## src/rtl/bgchk_pkg.sv

```systemverilog
package bgchk_pkg;
    localparam int unsigned NUM_CHK     = 2;
    localparam int unsigned CHK_INTEG   = 0;
    localparam int unsigned CHK_CONSIST = 1;

    localparam int unsigned ADDR_W      = 3;
    localparam int unsigned REG_W       = 32;
    localparam int unsigned LFSR_W      = 40;
    localparam int unsigned FILL_W      = LFSR_W - REG_W;

    localparam logic [ADDR_W-1:0] A_PER_INTEG   = 3'd0;
    localparam logic [ADDR_W-1:0] A_PER_CONSIST = 3'd1;
    localparam logic [ADDR_W-1:0] A_TIMEOUT     = 3'd2;
    localparam logic [ADDR_W-1:0] A_CFG_LOCK    = 3'd3;
    localparam logic [ADDR_W-1:0] A_TRIGGER     = 3'd4;
    localparam logic [ADDR_W-1:0] A_TRIG_LOCK   = 3'd5;

    typedef enum logic [1:0] {
        CH_IDLE = 2'b00,
        CH_WAIT = 2'b01,
        CH_BUSY = 2'b10
    } ch_state_e;
endpackage

```

## src/rtl/bgchk_lfsr.sv

```systemverilog
module bgchk_lfsr #(
    parameter int unsigned         WIDTH = 40,
    parameter logic [WIDTH-1:0]    TAPS  = 40'hA0_0014_0000,
    parameter logic [WIDTH-1:0]    SEED  = 40'hA5_C3E1_9D07
) (
    input  logic             clk_i,
    input  logic             rst_ni,
    output logic [WIDTH-1:0] value_o
);
    logic [WIDTH-1:0] state_q;
    logic [WIDTH-1:0] state_d;

    always_comb begin
        state_d = state_q >> 1;
        if (state_q[0]) begin
            state_d = state_d ^ TAPS;
        end
    end

    always_ff @(posedge clk_i or negedge rst_ni) begin
        if (!rst_ni) begin
            state_q <= SEED;
        end else begin
            state_q <= state_d;
        end
    end

    assign value_o = state_q;


    lfsr_nonzero_chk: assert property (@(posedge clk_i) disable iff (!rst_ni)
        state_q != '0);
endmodule

```

## src/rtl/bgchk_cfg.sv

```systemverilog
module bgchk_cfg
    import bgchk_pkg::*;
(
    input  logic                             clk_i,
    input  logic                             rst_ni,
    input  logic                             we_i,
    input  logic [ADDR_W-1:0]                addr_i,
    input  logic [REG_W-1:0]                 wdata_i,
    output logic [NUM_CHK-1:0][REG_W-1:0]    period_o,
    output logic [REG_W-1:0]                 tmo_limit_o,
    output logic [NUM_CHK-1:0]               trig_o,
    output logic                             cfg_wen_o,
    output logic                             trig_wen_o
);
    logic [NUM_CHK-1:0][REG_W-1:0] period_q;
    logic [REG_W-1:0]              tmo_q;
    logic [NUM_CHK-1:0]            trig_q;
    logic                          cfg_wen_q;
    logic                          trig_wen_q;

    logic hit_per_integ, hit_per_consist, hit_tmo, hit_cfg_lock;
    logic hit_trig, hit_trig_lock;

    always_comb begin
        hit_per_integ   = we_i && (addr_i == A_PER_INTEG);
        hit_per_consist = we_i && (addr_i == A_PER_CONSIST);
        hit_tmo         = we_i && (addr_i == A_TIMEOUT);
        hit_cfg_lock    = we_i && (addr_i == A_CFG_LOCK);
        hit_trig        = we_i && (addr_i == A_TRIGGER);
        hit_trig_lock   = we_i && (addr_i == A_TRIG_LOCK);
    end

    always_ff @(posedge clk_i or negedge rst_ni) begin
        if (!rst_ni) begin
            period_q   <= '0;
            tmo_q      <= '0;
            trig_q     <= '0;
            cfg_wen_q  <= 1'b1;
            trig_wen_q <= 1'b1;
        end else begin
            if (cfg_wen_q && hit_per_integ) begin
                period_q[CHK_INTEG] <= wdata_i;
            end
            if (cfg_wen_q && hit_per_consist) begin
                period_q[CHK_CONSIST] <= wdata_i;
            end
            if (cfg_wen_q && hit_tmo) begin
                tmo_q <= wdata_i;
            end
            if (hit_cfg_lock && !wdata_i[0]) begin
                cfg_wen_q <= 1'b0;
            end
            if (hit_trig_lock && !wdata_i[0]) begin
                trig_wen_q <= 1'b0;
            end
            if (trig_wen_q && hit_trig) begin
                trig_q <= wdata_i[NUM_CHK-1:0];
            end else begin
                trig_q <= '0;
            end
        end
    end

    assign period_o    = period_q;
    assign tmo_limit_o = tmo_q;
    assign trig_o      = trig_q;
    assign cfg_wen_o   = cfg_wen_q;
    assign trig_wen_o  = trig_wen_q;


    cfg_lock_sticky_chk: assert property (@(posedge clk_i) disable iff (!rst_ni)
        !cfg_wen_q |=> !cfg_wen_q);


    trig_lock_sticky_chk: assert property (@(posedge clk_i) disable iff (!rst_ni)
        !trig_wen_q |=> !trig_wen_q);


    trig_needs_wen_chk: assert property (@(posedge clk_i) disable iff (!rst_ni)
        (trig_q != '0) |-> $past(trig_wen_q));
endmodule

```

## src/rtl/bgchk_chan.sv

```systemverilog
module bgchk_chan
    import bgchk_pkg::*;
(
    input  logic              clk_i,
    input  logic              rst_ni,
    input  logic [REG_W-1:0]  period_i,
    input  logic [REG_W-1:0]  tmo_limit_i,
    input  logic [LFSR_W-1:0] lfsr_i,
    input  logic              trig_i,
    input  logic              ack_i,
    output logic              req_o,
    output logic              tmo_err_o,
    output logic              fsm_err_o
);
    ch_state_e          state_q, state_d;
    logic [LFSR_W-1:0]  cnt_q, cnt_d;
    logic [REG_W-1:0]   tmo_cnt_q, tmo_cnt_d;
    logic               tmo_err_q, tmo_err_d;
    logic               fsm_err_q, fsm_err_d;

    logic [LFSR_W-1:0]  mask;
    logic [LFSR_W-1:0]  draw;
    logic               timer_on;
    logic               cnt_zero;
    logic               tmo_hit;

    always_comb begin
        mask     = {period_i, {FILL_W{1'b1}}};
        draw     = lfsr_i & mask;
        timer_on = (period_i != '0);
        cnt_zero = (cnt_q == '0);
        tmo_hit  = (tmo_limit_i != '0) && (tmo_cnt_q == (tmo_limit_i - 32'd1));
    end

    // next-state process
    always_comb begin
        state_d   = state_q;
        cnt_d     = cnt_q;
        fsm_err_d = fsm_err_q;
        unique case (state_q)
            CH_IDLE: begin
                if (trig_i) begin
                    state_d = CH_BUSY;
                    cnt_d   = draw;
                end else if (timer_on) begin
                    state_d = CH_WAIT;
                    cnt_d   = draw;
                end
            end
            CH_WAIT: begin
                if (trig_i) begin
                    state_d = CH_BUSY;
                    cnt_d   = draw;
                end else if (!timer_on) begin
                    state_d = CH_IDLE;
                end else if (cnt_zero) begin
                    state_d = CH_BUSY;
                    cnt_d   = draw;
                end else begin
                    cnt_d = cnt_q - 40'd1;
                end
            end
            CH_BUSY: begin
                if (timer_on) begin
                    cnt_d = cnt_zero ? draw : (cnt_q - 40'd1);
                end
                if (ack_i) begin
                    state_d = timer_on ? CH_WAIT : CH_IDLE;
                end
            end
            default: begin
                state_d   = CH_IDLE;
                cnt_d     = '0;
                fsm_err_d = 1'b1;
            end
        endcase
    end

    // watchdog next-state
    always_comb begin
        tmo_cnt_d = '0;
        tmo_err_d = tmo_err_q;
        if (state_q == CH_BUSY && !ack_i) begin
            tmo_cnt_d = (tmo_cnt_q == '1) ? tmo_cnt_q : (tmo_cnt_q + 32'd1);
            if (tmo_hit) begin
                tmo_err_d = 1'b1;
            end
        end
    end

    // state register process
    always_ff @(posedge clk_i or negedge rst_ni) begin
        if (!rst_ni) begin
            state_q   <= CH_IDLE;
            cnt_q     <= '0;
            tmo_cnt_q <= '0;
            tmo_err_q <= 1'b0;
            fsm_err_q <= 1'b0;
        end else begin
            state_q   <= state_d;
            cnt_q     <= cnt_d;
            tmo_cnt_q <= tmo_cnt_d;
            tmo_err_q <= tmo_err_d;
            fsm_err_q <= fsm_err_d;
        end
    end

    // output process
    always_comb begin
        req_o     = (state_q == CH_BUSY);
        tmo_err_o = tmo_err_q;
        fsm_err_o = fsm_err_q;
    end


    req_hold_chk: assert property (@(posedge clk_i) disable iff (!rst_ni)
        req_o && !ack_i |=> req_o);


    tmo_sticky_chk: assert property (@(posedge clk_i) disable iff (!rst_ni)
        tmo_err_q |=> tmo_err_q);


    tmo_needs_limit_chk: assert property (@(posedge clk_i) disable iff (!rst_ni)
        $rose(tmo_err_q) |-> ($past(tmo_limit_i) != '0));


    fsm_err_sticky_chk: assert property (@(posedge clk_i) disable iff (!rst_ni)
        fsm_err_q |=> fsm_err_q);
endmodule

```

## src/rtl/bgchk_top.sv

```systemverilog
module bgchk_top
    import bgchk_pkg::*;
#(
    parameter logic [LFSR_W-1:0] LFSR_SEED = 40'hA5_C3E1_9D07
) (
    input  logic                clk_i,
    input  logic                rst_ni,
    input  logic                cfg_we_i,
    input  logic [ADDR_W-1:0]   cfg_addr_i,
    input  logic [REG_W-1:0]    cfg_wdata_i,
    input  logic [NUM_CHK-1:0]  chk_ack_i,
    output logic [NUM_CHK-1:0]  chk_req_o,
    output logic                chk_pending_o,
    output logic                timeout_err_o,
    output logic                fsm_err_o,
    output logic                cfg_wen_o,
    output logic                trig_wen_o
);
    logic [LFSR_W-1:0]             lfsr_val;
    logic [NUM_CHK-1:0][REG_W-1:0] period;
    logic [REG_W-1:0]              tmo_limit;
    logic [NUM_CHK-1:0]            trig;
    logic [NUM_CHK-1:0]            req;
    logic [NUM_CHK-1:0]            tmo_err;
    logic [NUM_CHK-1:0]            fsm_err;

    bgchk_lfsr #(
        .WIDTH (LFSR_W),
        .SEED  (LFSR_SEED)
    ) u_lfsr (
        .clk_i   (clk_i),
        .rst_ni  (rst_ni),
        .value_o (lfsr_val)
    );

    bgchk_cfg u_cfg (
        .clk_i       (clk_i),
        .rst_ni      (rst_ni),
        .we_i        (cfg_we_i),
        .addr_i      (cfg_addr_i),
        .wdata_i     (cfg_wdata_i),
        .period_o    (period),
        .tmo_limit_o (tmo_limit),
        .trig_o      (trig),
        .cfg_wen_o   (cfg_wen_o),
        .trig_wen_o  (trig_wen_o)
    );

    for (genvar gi = 0; gi < NUM_CHK; gi++) begin : g_chan
        bgchk_chan u_chan (
            .clk_i       (clk_i),
            .rst_ni      (rst_ni),
            .period_i    (period[gi]),
            .tmo_limit_i (tmo_limit),
            .lfsr_i      (lfsr_val),
            .trig_i      (trig[gi]),
            .ack_i       (chk_ack_i[gi]),
            .req_o       (req[gi]),
            .tmo_err_o   (tmo_err[gi]),
            .fsm_err_o   (fsm_err[gi])
        );
    end

    assign chk_req_o     = req;
    assign chk_pending_o = |req;
    assign timeout_err_o = |tmo_err;
    assign fsm_err_o     = |fsm_err;
endmodule

```

## config.mk

```make
export PLATFORM = sky130hd
export DESIGN_NAME = bgchk_top
export DESIGN_NICKNAME = d
export VERILOG_FILES = /design/src/rtl/bgchk_pkg.sv /design/src/rtl/bgchk_lfsr.sv /design/src/rtl/bgchk_cfg.sv /design/src/rtl/bgchk_chan.sv /design/src/rtl/bgchk_top.sv
export SDC_FILE = /design/constraint.sdc
export NUM_CORES = 1
export LEC_CHECK = 0
export BUFFER_PORTS_ARGS = -buffer_cell sky130_fd_sc_hd__buf_2
export CORE_AREA = 3 3 204 206
export DETAILED_ROUTE_END_ITERATION = 7
export DIE_AREA = 0 0 207 209
export GPL_ROUTABILITY_DRIVEN = 0
export PLACE_DENSITY = 0.6
export SYNTH_ARGS = -nofsm -noshare
export SYNTH_HDL_FRONTEND = slang
export SYNTH_SLANG_ARGS = --single-unit
export TNS_END_PERCENT = 30
```

## constraint.sdc

```tcl
create_clock -name clk_i -period 3.2 [get_ports clk_i]
set_input_delay 0.32 -clock clk_i [delete_from_list [all_inputs] [get_ports clk_i]]
set_output_delay 0.32 -clock clk_i [all_outputs]
set_load 0.01 [all_outputs]
```

## Yosys cells after proc, flatten, opt, wreduce, memory -nomap -nowiden

Index checks and enable logic that the tools add are counted.

- Eq/ne operators: 21
- Bitwise logic cells: 3
- Mux-type cells: 34
- $add $sub $neg: 5
- Reduce and logical (&&, ||, !) cells: 36

Operators with widths:

| kind | count |
|---|---|
| 40-bit two-way mux | 11 |
| 40-bit one-hot mux with 3 select lines | 2 |
| 32-bit two-way mux | 4 |
| 32-bit nonzero test | 3 |
| 40-bit bitwise AND | 2 |
| 40-bit zero test | 2 |
| 40-bit by 1-bit subtractor with 40-bit output, second input constant | 2 |
| 32-bit by 1-bit adder with 32-bit output, second input constant | 2 |
| 32-bit equality test | 2 |
| 32-bit equality test, second input constant | 2 |
| 32-bit by 1-bit subtractor with 32-bit output, second input constant | 1 |
| 2-bit two-way mux | 13 |
| 1-bit logical AND | 16 |
| 2-bit one-hot mux with 3 select lines | 2 |
| 2-bit inequality test, second input constant | 4 |
| 4-bit inequality test, second input constant | 2 |
| 3-bit by 2-bit equality test with 1-bit output, second input constant | 2 |
| 3-bit equality test, second input constant | 2 |
| 3-bit by 2-bit inequality test with 1-bit output, second input constant | 2 |
| 3-bit AND reduction | 2 |
| 2-bit OR reduction | 3 |
| 3-bit OR reduction | 2 |
| 2-bit by 1-bit equality test with 1-bit output, second input constant | 2 |
| 2-bit equality test, second input constant | 2 |
| other kinds (7) | 12 |

- Output and inout port bits: 7
- Word-level logic and storage cells: 116
- Bits in registers: 292

## Depth between registers and ports, before layout

- Word-level depth: 5
- Gate-level depth with buffers: 11
- Depth with buffers taken out: 9

## Hierarchy

A second synthesis with hierarchy kept.

- Cell total of the unflattened synthesis: 2,098
- Area total of the unflattened synthesis: 18,686.7 um^2

By module, submodules not included:

| module | cells an instance | instances | sequential area each (um^2) | area each (um^2) |
|---|---|---|---|---|
| bgchk_chan at g_chan[1].u_chan | 893 | 1 | 1,901.8 | 6,802.8 |
| bgchk_chan at g_chan[0].u_chan | 904 | 1 | 1,901.8 | 6,730.2 |
| bgchk_cfg | 218 | 1 | 2,504.9 | 3,804.9 |
| bgchk_lfsr | 80 | 1 | 1,026.0 | 1,330.0 |
| bgchk_top | 3 | 1 | 0.0 | 18.8 |

## Worst setup path after synthesis

OpenSTA, ideal clock, no wires.

- Kind: register to register
- Start: reg u_cfg.tmo_q[0], in the netlist u_cfg.tmo_limit_o[0]
- End: reg g_chan[0].u_chan.tmo_err_q
- Library setup time: 64 ps
- Arrival time: 2,668 ps
- Cell stages (with the launch flop): 11
- Path slack: 468 ps
- Period minus slack after synthesis: 2,732 ps
- Path through: dfrtp_1 clkbuf_1 inv_1 ha_1 nor3b_2 nand4_2 or3_2 xor2_1 o221ai_1 nor4_1 a31o_2

- Cells in the longest elaborated chain, start to end: 4

RTL lines:

| item | RTL line | text |
|---|---|---|
| from (decl) | bgchk_cfg.sv:16 | `logic [REG_W-1:0] tmo_q;` |
| from (signal assigned) | bgchk_cfg.sv:48 | `tmo_q <= wdata_i;` |
| 32-bit by 1-bit subtractor with 32-bit output | bgchk_chan.sv:32 | `tmo_hit = (tmo_limit_i != '0) && (tmo_cnt_q == (tmo_limit_i - 32'd1));` |
| 32-bit equality test | bgchk_chan.sv:32 |  |
| 1-bit logical AND (*) | bgchk_chan.sv:32 |  |
| 2-bit AND reduction (no source line) (*) | - |  |
| to (signal assigned) | bgchk_chan.sv:103 | `tmo_err_q <= tmo_err_d;` |
| to (decl) | bgchk_chan.sv:18 | `logic tmo_err_q, tmo_err_d;` |

Every way passes the cells marked *; elsewhere a longest branch is shown, timed or not.
A chain may end at the register's enable or synchronous reset.

## Worst setup path after layout

- Start: reg g_chan[1].u_chan.cnt_q[0]
- End: reg g_chan[1].u_chan.cnt_q[23]

- Cells in the longest elaborated chain, start to end: 5

RTL lines:

| item | RTL line | text |
|---|---|---|
| from (decl) | bgchk_chan.sv:16 | `logic [LFSR_W-1:0] cnt_q, cnt_d;` |
| from (signal assigned) | bgchk_chan.sv:101 | `cnt_q <= cnt_d;` |
| 40-bit by 1-bit subtractor with 40-bit output / 40-bit zero test (equally long branches) | bgchk_chan.sv:60, bgchk_chan.sv:65, bgchk_chan.sv:31 |  |
| 40-bit two-way mux (*) | bgchk_chan.sv:56, bgchk_chan.sv:65 |  |
| 40-bit two-way mux (*) | bgchk_chan.sv:64 | `if (timer_on) begin` |
| 40-bit two-way mux | bgchk_chan.sv:51 | `if (trig_i) begin` |
| 40-bit one-hot mux with 3 select lines (*) | bgchk_chan.sv:40 | `unique case (state_q)` |

Marks and branches as above.

==> metrics.yaml <==
run_status:
  status: "completed"
cells_and_area:
  fillCellCount: 3727
  drive_above_1_share_pct: 18.3
  final_common_cell: "dfrtp_1"
  diodes: 0
  final_cell_mix: "dfrtp_1 (270), nand2_1 (202), nor2_1 (185)"
  utilization_pct: 51.1
  nets: 2100
  syn2layout_area_growth_pct: 13.6
  fin_cells: 2602
min_path:
  hold_path.class: "in -> reg"
critical_path:
  path_class: "reg -> reg"
  endpoint_kind: "flip-flop"
  cp-start-kind: "flip-flop"
  required_ps: 3590
  arrival_ps: 3380
  regToRegStartpoint: "g_chan[1].u_chan.cnt_q[0]"
  regToRegSetupSlack_ps: 210
  reg2reg_to: "g_chan[1].u_chan.cnt_q[23]"
  reg2reg_depth: 10
  worstSetupStartpoint: "g_chan[1].u_chan.cnt_q[0]"
  critPathCapture: "g_chan[1].u_chan.cnt_q[23]"
  critPathMaxFanout: 9
clock_network:
  clk-insertion-delay-late_ps: 550
  cts.sinks: 292
  cts-root-buf: "clkbuf_16"
  htree_levels: 2
  cts_buffer_depth: 3
  post_cts_buffers: 0
  cts_buffers: 35
  cts_tree: "yes"
  cts.reportedPaths.clkPinSlew_ps: 60
power:
  p_per_area_mw_per_mm2: 713
  p_total_mw: 14.5
  ir_drop_mv: 0.466
  p_leak_nw: 7.95
yosys:
  yosys_register_bits: 292
  synth_top_family_by_area: "simple AND/OR/NAND/NOR gates"
  syn_inst: 2007
  synthXorXnorAreaFrac_pct: 6.30
  ys.flop_type: "dfrtp_1"
  synthTopCellsByArea: "dfrtp_1 (38%), mux2_2 (6.3%), a21oi_1 (4.3%), nand2_1 (4.2%), nor2_1 (3.9%)"
  synth_mux_area_share_pct: 6.73
  synth_warnings: 0
  avgSynthCellArea_um2: 8.93
  synth_async_sr_flop_share_pct: 100
  synthAdderAreaFrac_pct: 0.475
  synth-simple-area-share_pct: 22.2
  synth_edf_count: 0
  synth_fp_nets: 2053
  synth.top_cell.area_share_pct: 37.7
  synth_compound_area_share_pct: 19.2
  synth_seq_area_share_pct: 40.9
  post_synth_instance_area_mm2: 0.0179
  synth_top_area_cell: "dfrtp_1"
  synth_cell_types: 96
global_route:
  grt_overflow: 0
  antenna_found_initial: 0
  grt_pass1_vias: 15870
  grt_pass1_wl_um: 96000
  grt_max_degree: 83
  grtUsageTotal_pct: 27.9
die:
  core_mm2: 0.0398
  die_w_um: 207
  row_count: 73
  dieArea_mm2: 0.0433
  io_pins: 47
  start_util_pct: 45.0
  die_h_um: 209
detailed_routing:
  drtPass1Iterations: 5
  wl_um: 62100
  final_antenna_net_count: 0
  routed_via_density: 6.47
  vias: 16840
  drt_iter0_drc: 1874
  wire_per_inst_um: 23.9
  drc_errors: 0
sta:
  hold-worst-slack_ps: 55.0
  finalCritPeriodShare_pct: 93.4
  drv_slew: 0
  rsz0062_at_grt: "no"
  min_period_ps: 2990
  max_freq_mhz: 335
  relSlewSlack_pct: 23.9
  worst_slew_pin_slew_ps: 1140
  setup_viol: 0
  fin_tns_setup_ps: 0
  skew_ps: 21.8
  hold_viol: 0
place:
  io_buffers: 46
  dp_hpwl_um: 44600
  dp_cells: 2541
flow_run:
  maxCapViolations: 0
critical path, cell delays in order, from the launching register on:
cell,delay [ps]
dfrtp_1,390
inv_1,110
ha_1,210
or4b_1,560
nand4b_1,330
nor4_4,490
buf_4,270
a21oi_1,60
o21a_1,190
a21oi_1,110
o221ai_1,110
worst min path at each step:
stage,depth (start not counted),endpoint,startpoint
after floorplan,0,g_chan[0].u_chan.cnt_q[0],rst_ni
after global placement,0,u_lfsr.value_o[0],u_lfsr.value_o[1]
after detailed placement,0,u_lfsr.value_o[0],u_lfsr.value_o[1]
after CTS,2,u_cfg.cfg_wen_o,cfg_addr_i[1]
after global routing,2,u_cfg.cfg_wen_o,cfg_addr_i[1]
final,2,u_cfg.cfg_wen_o,cfg_addr_i[1]
timing repair:
action,CTS,global route
resized for setup,0,1
hold buffers,1,0
endpoints found under the setup margin,0,1
hold endpoints to repair,72,0
where the power goes:
group,internal (mW),total [mW],switching (mW)
Clock,2.74,4.41,1.67
Sequential,4.55,5.86,1.31
Combinational,1.98,4.24,2.26
metal layers:
metal	track usage [%]	share of wire, %
met1	42.2	46
met2	40.7	43
met3	4.91	8.5
met4	8.36	2.6
met5	0	0
Yosys cell counts, drive strengths merged (5+ instances only):
library cell	count
or3	23
nor2b	13
nand3	61
and3	14
a2111oi	6
a22oi	17
xor2	63
nor3b	10
nor2	190
o211ai	24
o21a	12
a221o	6
nand3b	5
inv	33
mux2i	8
o31ai	19
xnor3	5
nor3	67
a31oi	14
dfrtp	270
nand2b	13
a211oi	16
a21oi	155
ha	6
xnor2	53
dfstp	22
o22ai	47
and4	15
and2	14
nor4	59
o221ai	34
mux2	100
nand4	48
clkbuf	120
or2	11
buf	18
nand2	202
o2111ai	6
a32oi	20
or4	19
o21ai	92
cell families after synthesis:
group	count (synthesis)
XOR/XNOR	121
AO/OA/AOI/OAI	526
buffers and inverters	173
multiplexers	108
AND/OR/NAND/NOR	780
flip-flops	292
adder cells (fa/ha/maj)	7
through the flow:
stage,worst slack [ps],cell area (µm²)
after floorplan,468,17900
after global placement,340,19100
after detailed placement,243,19100
after CTS,246,20300
after global routing,26.2,20300
final,212,20300
sequential cells by signal, summed over array words and instances, names as in the netlist:
| name | count |
|---|---|
| u_cfg.cfg_wen_o | 1 |
| u_cfg.trig_wen_o | 1 |
| g_chan.u_chan.tmo_err_o | 2 |
| g_chan.u_chan.state_q | 4 |
| g_chan.u_chan.cnt_q | 80 |
| u_cfg.period_o | 64 |
| g_chan.u_chan.tmo_cnt_q | 64 |
| u_cfg.trig_o | 2 |
| u_cfg.tmo_limit_o | 32 |
| g_chan.u_chan.fsm_err_o | 2 |
| u_lfsr.value_o | 40 |
final cells by class:
cell class              count  area [µm²]  share of cell area [%]
multi-input cells        1542        9890                    48.6
clock buffers              45        1030                    5.04
clock inverters            15         231                    1.14
flip-flops and latches    292        7330                    36.0
well taps                 525         657                    3.23
repair buffers            149        1080                    5.30
inverters                  34         128                   0.627
Power figures use the tool's default switching activity.
